File: src/rtl/doorbell_pkg.sv
package doorbell_pkg;

  // Register kinds produced by the address decoder.
  typedef enum logic [2:0] {
    RK_NONE   = 3'd0,
    RK_STATUS = 3'd1,
    RK_SET    = 3'd2,
    RK_CLEAR  = 3'd3,
    RK_IDENT  = 3'd4
  } reg_kind_e;

  // Word index of the first identification register (byte offset 0xFD0).
  localparam int unsigned IDENT_BASE_WORD = 10'h3F4;
  localparam int unsigned IDENT_COUNT     = 12;

  // Identification bytes, indexed from the lowest address upward.
  function automatic logic [7:0] ident_byte(input logic [3:0] idx);
    logic [7:0] v;
    case (idx)
      4'd0:    v = 8'h04;
      4'd4:    v = 8'h56;
      4'd5:    v = 8'hB8;
      4'd6:    v = 8'h0B;
      4'd8:    v = 8'h0D;
      4'd9:    v = 8'hF0;
      4'd10:   v = 8'h05;
      4'd11:   v = 8'hB1;
      default: v = 8'h00;
    endcase
    return v;
  endfunction

endpackage

File: src/rtl/doorbell_decode.sv
module doorbell_decode
  import doorbell_pkg::*;
#(
  parameter int unsigned NUM_CORES = 2,
  localparam int unsigned CORE_W   = (NUM_CORES > 1) ? $clog2(NUM_CORES) : 1
) (
  input  logic [9:0]        word_idx,
  output reg_kind_e         kind,
  output logic [CORE_W-1:0] core_sel,
  output logic [3:0]        ident_idx
);

  localparam int unsigned CORE_WORDS = NUM_CORES * 4;

  always_comb begin
    kind      = RK_NONE;
    core_sel  = word_idx[2 +: CORE_W];
    ident_idx = word_idx[3:0] - 4'd4;
    if (32'(word_idx) < CORE_WORDS) begin
      case (word_idx[1:0])
        2'd0:    kind = RK_STATUS;
        2'd1:    kind = RK_SET;
        2'd2:    kind = RK_CLEAR;
        default: kind = RK_NONE;
      endcase
    end else if (32'(word_idx) >= IDENT_BASE_WORD) begin
      kind = RK_IDENT;
    end
  end

endmodule

File: src/rtl/doorbell_status.sv
module doorbell_status #(
  parameter int unsigned FLAG_W = 4
) (
  input  logic              clk,
  input  logic              rst_n,
  input  logic              set_en,
  input  logic              clr_en,
  input  logic [FLAG_W-1:0] bits,
  output logic [FLAG_W-1:0] word,
  output logic              irq
);

  logic [FLAG_W-1:0] word_nxt;

  always_comb begin
    word_nxt = word;
    if (set_en)      word_nxt = word | bits;
    else if (clr_en) word_nxt = word & ~bits;
  end

  always_ff @(posedge clk or negedge rst_n) begin
    if (!rst_n) begin
      word <= '0;
      irq  <= 1'b0;
    end else begin
      word <= word_nxt;
      irq  <= |word;
    end
  end


  word_hold_chk: assert property (@(posedge clk) disable iff (!rst_n)
    !(set_en || clr_en) |=> $stable(word));


  set_nonzero_chk: assert property (@(posedge clk) disable iff (!rst_n)
    (set_en && (bits != '0)) |=> (word != '0));


  clear_all_chk: assert property (@(posedge clk) disable iff (!rst_n)
    (clr_en && (bits == '1)) |=> (word == '0));


  irq_rise_chk: assert property (@(posedge clk) disable iff (!rst_n)
    $rose(irq) |-> $past(set_en, 2));

endmodule

File: src/rtl/core_doorbell.sv
module core_doorbell
  import doorbell_pkg::*;
#(
  parameter int unsigned NUM_CORES = 2,
  parameter int unsigned FLAG_W    = 4,
  parameter int unsigned DATA_W    = 32,
  parameter int unsigned ADDR_W    = 32
) (
  input  logic              clk,
  input  logic              rst_n,
  input  logic              bus_sel,
  input  logic              bus_write,
  input  logic [ADDR_W-1:0] bus_addr,
  input  logic [DATA_W-1:0] bus_wdata,
  output logic [DATA_W-1:0] bus_rdata,
  output logic [NUM_CORES-1:0] irq_out
);

  localparam int unsigned CORE_W = (NUM_CORES > 1) ? $clog2(NUM_CORES) : 1;

  reg_kind_e                         kind;
  logic [CORE_W-1:0]                 core_sel;
  logic [3:0]                        ident_idx;
  logic [NUM_CORES-1:0][FLAG_W-1:0]  status_w;
  logic                              wr_acc;
  logic                              rd_acc;
  logic                              unused_bits;

  assign wr_acc = bus_sel &&  bus_write;
  assign rd_acc = bus_sel && !bus_write;

  // Undecoded address bits and the masked-off data bits.
  assign unused_bits = ^{bus_addr[ADDR_W-1:12], bus_addr[1:0], bus_wdata[DATA_W-1:FLAG_W]};

  doorbell_decode #(.NUM_CORES(NUM_CORES)) u_decode (
    .word_idx  (bus_addr[11:2]),
    .kind      (kind),
    .core_sel  (core_sel),
    .ident_idx (ident_idx)
  );

  for (genvar k = 0; k < NUM_CORES; k++) begin : g_core
    logic hit;
    assign hit = wr_acc && (32'(core_sel) == k);

    doorbell_status #(.FLAG_W(FLAG_W)) u_status (
      .clk    (clk),
      .rst_n  (rst_n),
      .set_en (hit && (kind == RK_SET)),
      .clr_en (hit && (kind == RK_CLEAR)),
      .bits   (bus_wdata[FLAG_W-1:0]),
      .word   (status_w[k]),
      .irq    (irq_out[k])
    );
  end

  always_comb begin
    bus_rdata = '0;
    if (rd_acc) begin
      case (kind)
        RK_STATUS: bus_rdata = DATA_W'(status_w[core_sel]);
        RK_IDENT:  bus_rdata = DATA_W'(ident_byte(ident_idx));
        default:   bus_rdata = '0;
      endcase
    end
  end


  wo_read_zero_chk: assert property (@(posedge clk) disable iff (!rst_n)
    (rd_acc && ((kind == RK_SET) || (kind == RK_CLEAR))) |-> (bus_rdata == '0));


  ro_write_hold_chk: assert property (@(posedge clk) disable iff (!rst_n)
    (wr_acc && (kind != RK_SET) && (kind != RK_CLEAR)) |=> $stable(status_w));


  idle_rdata_chk: assert property (@(posedge clk) disable iff (!rst_n)
    (!rd_acc || (kind == RK_NONE)) |-> (bus_rdata == '0));

endmodule

File: config.mk
export PLATFORM = sky130hd
export DESIGN_NAME = core_doorbell
export DESIGN_NICKNAME = d
export VERILOG_FILES = /design/src/rtl/doorbell_pkg.sv /design/src/rtl/doorbell_decode.sv /design/src/rtl/doorbell_status.sv /design/src/rtl/core_doorbell.sv
export SDC_FILE = /design/constraint.sdc
export NUM_CORES = 1
export LEC_CHECK = 0
export BUFFER_PORTS_ARGS = -buffer_cell sky130_fd_sc_hd__clkbuf_2
export CORE_MARGIN = 2
export CORE_UTILIZATION = 32
export CTS_CLUSTER_DIAMETER = 50
export DETAILED_ROUTE_END_ITERATION = 7
export GPL_TIMING_DRIVEN = 0
export PLACE_DENSITY = 0.77
export SLEW_MARGIN = 20
export SYNTH_ARGS = -nofsm -noshare
export SYNTH_HDL_FRONTEND = slang
export SYNTH_SLANG_ARGS = --single-unit
File: constraint.sdc
create_clock -name clk -period 1.44 [get_ports clk]
set_input_delay 0 -clock clk [delete_from_list [all_inputs] [get_ports clk]]
set_output_delay 0 -clock clk [all_outputs]
set_load 0.02 [all_outputs]
==> impl_metrics.ini, run 1 <==
[routing]
detail_route.wl_per_cell_um = 10.8
route.vias.total = 899
drc_errors = 0
drtPass1Iterations = 4
drt_iter0_markers = 13
drt_wl_total_um = 2170
via_per_inst = 4.47
drtAntennaViolNets = 0

[sta]
slew_headroom = 0.667
setup_ws_ps = -151
worst_pin_slew_ps = 498
min_period_ps = 1590
max_freq_mhz = 629
maxSlewViolCount = 0
finalSetupViolCount = 4
final.period_utilization = 1.10
finalClockSkew_ps = 3.38
hold_viol = 0
rsz0062_at_grt = true

[power_and_ir_drop]
power_w = 0.000814
power_density_mw_per_mm2 = 555
ir_drop_v = 0.000487
leakage_nw = 0.752

[final_layout]
area_growth_pct = 50.2
seq_area_sq_um = 250
nNetsFinal = 242
drive_gt1_frac = 0.512
final_common_cell = buf_4
post-route-util = 0.493
num-fill-cells = 304
multi_input_area_sq_um = 663
n_antenna_cell = 0
final_cells = 201
fin_area_sq_mm = 0.00147
layout_common_cells = 35 x buf_4, 24 x conb_1, 19 x clkbuf_2

[global_route]
grtUsageTotal = 0.131
overflow = 0
antenna_found_initial = 0
grt_pass1_vias = 825
grt_pass1_wl_um = 3560
grt_max_degree = 11

[critical_path]
critPathKind = input pin to output pin
critPathArrivalTime_ps = 1590
worstSetupEndpointType = output pin
cpMaxStageDelayCell = or4b_4
crit_family = simple AND/OR/NAND/NOR gates
cpPeakStageDelay_ps = 610
cp_max_fo = 4
crit_buf_inv = 2
worst_ep_required_time_ps = 1440
crit_chain = buf_6 -> or4_4 -> or4b_4 -> o22ai_4 -> buf_8
cp-start-kind = input pin

[clocking]
clk_path_buf_depth = 2
insertion_delay_ps = 260
htree_levels = 1
clock_sinks = 10
cts-root-buf = clkbuf_4
cts_tree = yes
clk_transition_reported_paths_ps = 70
numCtsBuffers = 3

[synth]
ys_types = 26
syn_inst = 110
async_reset_ff_frac = 1.00
synth_edf_count = 0
synth_area_sq_um = 977
syn_avg_cell_area_sq_um = 8.88
yosys_register_bits = 10
ys.flop_type = dfrtp_1
seq_area_frac_synth = 0.256
ys.warnings.count = 0

[placement]
dp_hpwl_um = 1660
place_congestion = 0.811
port_buffers = 26
placed_area_sq_mm = 0.00129
place_inst = 192

[outcome]
violations = negative setup slack
status = finished, violations left

[die]
die_x_um = 59.3
ios = 102
start_util = 0.328
dieHeight_um = 59.3
dieArea_sq_mm = 0.00351
num_rows = 20
core_sq_mm = 0.00298

[flow_run]
drv_cap = 0

[hold_path]
hold_class = input pin to async pin
[through the flow]
| stage | hold WS [ps] | TNS, ps | setup WS, ps |
|---|---|---|---|
| 2_1_floorplan | -296 | -202 | -75.1 |
| 3_5_place_dp | -119 | -3180 | -295 |
| 6_report | 126 | -491 | -151 |
| 3_3_place_gp | -123 | -2910 | -288 |
| 5_1_grt | 128 | -603 | -182 |
| 4_1_cts | 130 | -896 | -237 |
[cell type report]
type,count,share of cell area
clock buffer,4,0.0247
sequential,10,0.171
tap,33,0.0281
multi-input combinational,85,0.452
inverter,6,0.0153
timing repair buffer,34,0.159
buffer,29,0.151
[Yosys cell counts (3+ instances only)]
cell type / count / share of area
or4_1: 3 / 0.023
mux2i_1: 4 / 0.041
inv_1: 6 / 0.023
buf_4: 27 / 0.21
nand2_1: 4 / 0.015
a22oi_1: 3 / 0.023
nor2_1: 3 / 0.012
ha_1: 5 / 0.064
mux2_2: 8 / 0.092
dfrtp_1: 10 / 0.26
nand4_1: 5 / 0.032
nor3_1: 8 / 0.041
nand4b_1: 5 / 0.045
o22ai_1: 3 / 0.019
[layer usage]
metal  track usage  routed length [um]  vias to the layer above
li1              -                   -                      461
met1         0.163                 943                      396
met2         0.221                1060                       40
met3        0.0415                 149                        2
met4        0.0260                  14                        0
met5             0                   0                        -
[power breakdown]
group | leakage, nW | switching [W] | internal [W]
clock | 0.0210 | 0.0000976 | 0.000154
sequential | 0.139 | 0.00000207 | 0.000285
combinational | 0.592 | 0.000151 | 0.000125
[timing repair]
action | 4_1_cts | 5_1_grt
pin swaps | 3 | 3
endpoints found under the hold margin | 10 | 0
hold buffers | 1 | 0
gates resized for setup | 18 | 9
setup endpoints to repair | 8 | 6
setup buffers | 2 | 5
[kinds of logic (layout without fill, tap and decap cells)]
logic type	count (synthesis)	after routing	share of synthesized area
AOI/OAI and AO/OA	11	11	0.0768
adders and majority gates	5	5	0.0640
buffers and inverters	38	73	0.252
DFF	10	10	0.256
muxes	12	12	0.133
other	1	24	0.00384
and+or+nand+nor	33	33	0.214
[worst paths after layout]
| check | from | endpoint | slack [ps] | cells past startpoint |
|---|---|---|---|---|
| max | bus_addr[7] | bus_rdata[2] | -150 | 5 |
| min in group clk | bus_wdata[1] | register | 190 | 4 |
| max reg2reg | register | g_core[0].u_status.irq | 390 | 1 |
| max in group asynchronous | rst_n | async pin | 1110 | 2 |
| min | rst_n | async pin | 130 | 2 |
| min reg2reg | register | g_core[1].u_status.irq | 500 | 1 |
(Power assumes the default switching activity.)
==> run 2, diff against run 1 <==
--- a/config.mk
+++ b/config.mk
@@ -12,6 +12,7 @@
 export DETAILED_ROUTE_END_ITERATION = 7
 export GPL_TIMING_DRIVEN = 0
 export PLACE_DENSITY = 0.77
+export SETUP_SLACK_MARGIN = 0.02
 export SLEW_MARGIN = 20
 export SYNTH_ARGS = -nofsm -noshare
 export SYNTH_HDL_FRONTEND = slang
==> run 2 against run 1 <==
Die area is the same. Clock-buffer cell count is the same. Hold slack is essentially flat. Critical endpoint unchanged. The run still ends with negative setup slack left.
==> impl_metrics.ini, run 2 (synthesized netlist as in run 1, its figures left out) <==
[outcome]
status = finished, violations left
violations = negative setup slack

[sta]
setup_ws_ps = -177
hold_viol = 0
finalClockSkew_ps = 2.35
maxSlewViolCount = 0
max_freq_mhz = 618
finalSetupViolCount = 4
final.period_utilization = 1.12
rsz0062_at_grt = true
min_period_ps = 1620

[die]
start_util = 0.328
die_x_um = 59.3
core_sq_mm = 0.00298
ios = 102
dieHeight_um = 59.3
num_rows = 20
dieArea_sq_mm = 0.00351

[critical_path]
cp-start-kind = input pin
critPathKind = input pin to output pin
rr_worst_depth = 1
cp_max_fo = 4
critPathArrivalTime_ps = 1620
rrSetupSlack_ps = 390
worstSetupEndpointType = output pin
reg2reg_to = g_core[0].u_status.irq
worst_ep_required_time_ps = 1440

[power_and_ir_drop]
power_density_mw_per_mm2 = 547
ir_drop_v = 0.000631
power_w = 0.000822
leakage_nw = 0.757

[clocking]
cts-root-buf = clkbuf_4
numCtsBuffers = 3
htree_levels = 1
clk_path_buf_depth = 2
clock_sinks = 10
insertion_delay_ps = 270
cts_tree = yes
clk_transition_reported_paths_ps = 70

[final_layout]
num-fill-cells = 280
layout_common_cells = 35 x buf_4, 24 x conb_1, 20 x clkbuf_2
final_cells = 201
post-route-util = 0.504
nNetsFinal = 242
final_common_cell = buf_4
area_growth_pct = 53.6
n_antenna_cell = 0
drive_gt1_frac = 0.524
fin_area_sq_mm = 0.00150

[global_route]
grt_max_degree = 11
grt_pass1_vias = 793
grt_pass1_wl_um = 3430
antenna_found_initial = 0
overflow = 0
grtUsageTotal = 0.130

[routing]
via_per_inst = 4.43
drt_iter0_markers = 5
drtPass1Iterations = 4
drtAntennaViolNets = 0
detail_route.wl_per_cell_um = 11.0
drc_errors = 0
drt_wl_total_um = 2220
route.vias.total = 891

[placement]
place_inst = 192
port_buffers = 26
dp_hpwl_um = 1680
place_congestion = 0.768
placed_area_sq_mm = 0.00131

[flow_run]
drv_cap = 0

[hold_path]
hold_class = input pin to async pin
## run 2: worst max-delay path by stage
stage | startpoint | endpoint | slack, ps | cells after the start
final | bus_addr[7] | bus_rdata[2] | -180 | 5
after floorplan | bus_addr[9] | bus_rdata[0] | -60 | 4
after detailed placement | bus_addr[4] | bus_rdata[7] | -330 | 9
after global routing | bus_addr[7] | bus_rdata[2] | -220 | 5
after global placement | bus_addr[9] | bus_rdata[0] | -310 | 6
after CTS | bus_addr[5] | bus_rdata[2] | -260 | 6
## run 2: cell type report
type	instances	area (sq um)	share of cell area
timing repair buffer	34	240	0.160
sequential	10	250	0.167
buffer	29	221	0.147
clock buffer	4	36.3	0.0242
inverter	6	22.5	0.0150
multi-input combinational	85	689	0.459
tap	33	41.3	0.0275
## run 2: per-stage QoR
stage	worst slack, ps	hold slack [ps]	setup TNS (ps)
4_1_cts	-260	128	-954
3_5_place_dp	-326	-122	-3680
6_report	-177	125	-582
3_3_place_gp	-306	-126	-3250
5_1_grt	-217	137	-736
2_1_floorplan	-55.3	-296	-127
## run 2: timing repair
| item | 4_1_cts | 5_1_grt |
|---|---|---|
| hold endpoints to repair | 10 | 0 |
| endpoints found under the setup margin | 8 | 8 |
| hold buffers | 1 | 0 |
| pin swaps | 1 | 5 |
| setup buffers | 2 | 5 |
| cloned | 0 | 0 |
| resized for setup | 20 | 11 |
## run 2: critical path, cell delays in order
cell and delay, ps:
buf_6 90, or4_4 550, or4b_4 630, o22ai_4 210, buf_8 130
## run 2: power breakdown
group          internal, W  switching (W)
sequential        0.000285     0.00000213
clock             0.000154      0.0000968
combinational     0.000128       0.000156
total             0.000566       0.000255
## run 2: layer usage
layer  vias up  wire (um)  global-route usage
met2        41       1080               0.218
met1       379        922               0.155
met3         6        172              0.0306
li1        465          -                   -
met4         0         39              0.0649
met5         -          0                   0
==> run 3, diff against run 2 <==
--- a/config.mk
+++ b/config.mk
@@ -12,6 +12,7 @@
 export DETAILED_ROUTE_END_ITERATION = 7
 export GPL_TIMING_DRIVEN = 0
 export PLACE_DENSITY = 0.77
+export REMOVE_ABC_BUFFERS = 1
 export SETUP_SLACK_MARGIN = 0.02
 export SLEW_MARGIN = 20
 export SYNTH_ARGS = -nofsm -noshare
==> run 3 against run 2 <==
Routed wire length down 7.8%. Clock-buffer cell count is the same. The flow still finishes with violations (negative setup slack). Non-clock buffer count is 31 lower. Total power down 10%. Die area unchanged. Hold slack improved by 14 ps. Largest cell class unchanged. Setup slack better by 37 ps. Utilization is 10 points lower. Register-to-register slack about the same.
==> impl_metrics.ini, run 3 (synthesized netlist as in run 1, its figures left out) <==
[critical_path]
cp_common_cell = or4b_4
worstSetupEndpointType = output pin
cp-start-kind = input pin
critPathArrivalTime_ps = 1580
crit_family = simple AND/OR/NAND/NOR gates
cpPeakStageDelay_ps = 610
critPathKind = input pin to output pin
cp_max_fo = 4
cpMaxStageDelayCell = or4b_4
crit_chain = buf_6 -> or4b_4 -> or4b_4 -> o22ai_2 -> clkbuf_8
worst_ep_required_time_ps = 1440
crit_buf_inv = 2

[final_layout]
final_common_cell = conb_1
final_cells = 170
fin_area_sq_mm = 0.00120
nNetsFinal = 211
post-route-util = 0.403
drive_gt1_frac = 0.394
area_growth_pct = 22.9
n_antenna_cell = 0
layout_common_cells = 24 x conb_1, 20 x clkbuf_2, 10 x dfrtp_1

[routing]
drt_iter0_markers = 10
drc_errors = 0
drtAntennaViolNets = 0
drtPass1Iterations = 4
route.vias.total = 804
drt_wl_total_um = 2050
via_per_inst = 4.73
detail_route.wl_per_cell_um = 12.0

[global_route]
grt_max_degree = 18
overflow = 0
grtUsageTotal = 0.123
antenna_found_initial = 0
grt_pass1_vias = 764
grt_pass1_wl_um = 3330

[power_and_ir_drop]
leakage_nw = 0.586
ir_drop_v = 0.000411
power_density_mw_per_mm2 = 615

[clocking]
clk_path_buf_depth = 2
cts-root-buf = clkbuf_4
insertion_delay_ps = 260
clk_transition_reported_paths_ps = 70
clock_sinks = 10
cts_tree = yes
htree_levels = 1
numCtsBuffers = 3

[placement]
port_buffers = 27
place_inst = 161
placed_area_sq_mm = 0.00102
dp_hpwl_um = 1570
place_congestion = 0.723

[sta]
finalSetupViolCount = 4
hold_viol = 0
min_period_ps = 1580
setup_ws_ps = -140
maxSlewViolCount = 0
hold_ws_ps = 140
slew_headroom = 0.653
finalClockSkew_ps = 3.37
final.period_utilization = 1.10
worst_pin_slew_ps = 519
rsz0062_at_grt = true
max_freq_mhz = 633

[die]
num_rows = 20
ios = 102
dieHeight_um = 59.3
core_sq_mm = 0.00298
die_x_um = 59.3
start_util = 0.328
dieArea_sq_mm = 0.00351

[outcome]
violations = negative setup slack
status = finished, violations left

[hold_path]
hold_class = input pin to async pin

[flow_run]
drv_cap = 0
run 3: changes by cell type in the layout (fill, tap and decap cells not counted), moves of 2 or more:
cell / delta
buf_8: -3
buf_4: -30
o22ai_2: +2
o22ai_4: -2
run 3: final cells by class:
cell class	instances	area, sq um
Sequential cell	10	250
Multi-Input combinational cell	85	633
Inverter	6	22.5
Timing Repair Buffer	32	218
Tap cell	33	41.3
Clock buffer	4	36.3
Fill cell	314	1780
run 3: per-stage QoR:
step           worst slack, ps  power, W  TNS, ps
3_5_place_dp              -367  0.000468    -2600
4_1_cts                   -142  0.000738     -489
5_1_grt                   -160  0.000780     -567
6_report                  -140  0.000739     -443
2_1_floorplan             -202  0.000410     -747
3_3_place_gp              -355  0.000465    -2270
run 3: final timing paths:
kind	start	endpoint	slack, ps	depth (start not counted)
worst max-delay path	bus_addr[11]	bus_rdata[2]	-140	5
worst min-delay path	rst_n	async pin	140	2
worst max register to register	register	g_core[0].u_status.irq	380	1
worst min register to register	register	g_core[1].u_status.irq	500	1
max in group asynchronous	rst_n	async pin	1100	2
min in group clk	bus_wdata[1]	register	190	4
run 3: report_power, final:
| part | internal (W) | leakage, nW | switching, W |
|---|---|---|---|
| clock network | 0.000153 | 0.0210 | 0.0000901 |
| logic | 0.0000708 | 0.425 | 0.000137 |
| registers | 0.000285 | 0.139 | 0.00000222 |
| total | 0.000509 | 0.586 | 0.000229 |
run 3: what timing repair did:
action,4_1_cts,5_1_grt
resized for setup,19,8
hold buffers,1,0
buffers inserted,3,1
pin swaps,7,1
hold endpoints to repair,10,0
endpoints found under the setup margin,7,7
run 3: per-layer routing:
layer / global-route usage / wire [um]
met3: 0.0175 / 105
met1: 0.147 / 857
met5: 0 / 0
met4: 0.0390 / 8
met2: 0.224 / 1070
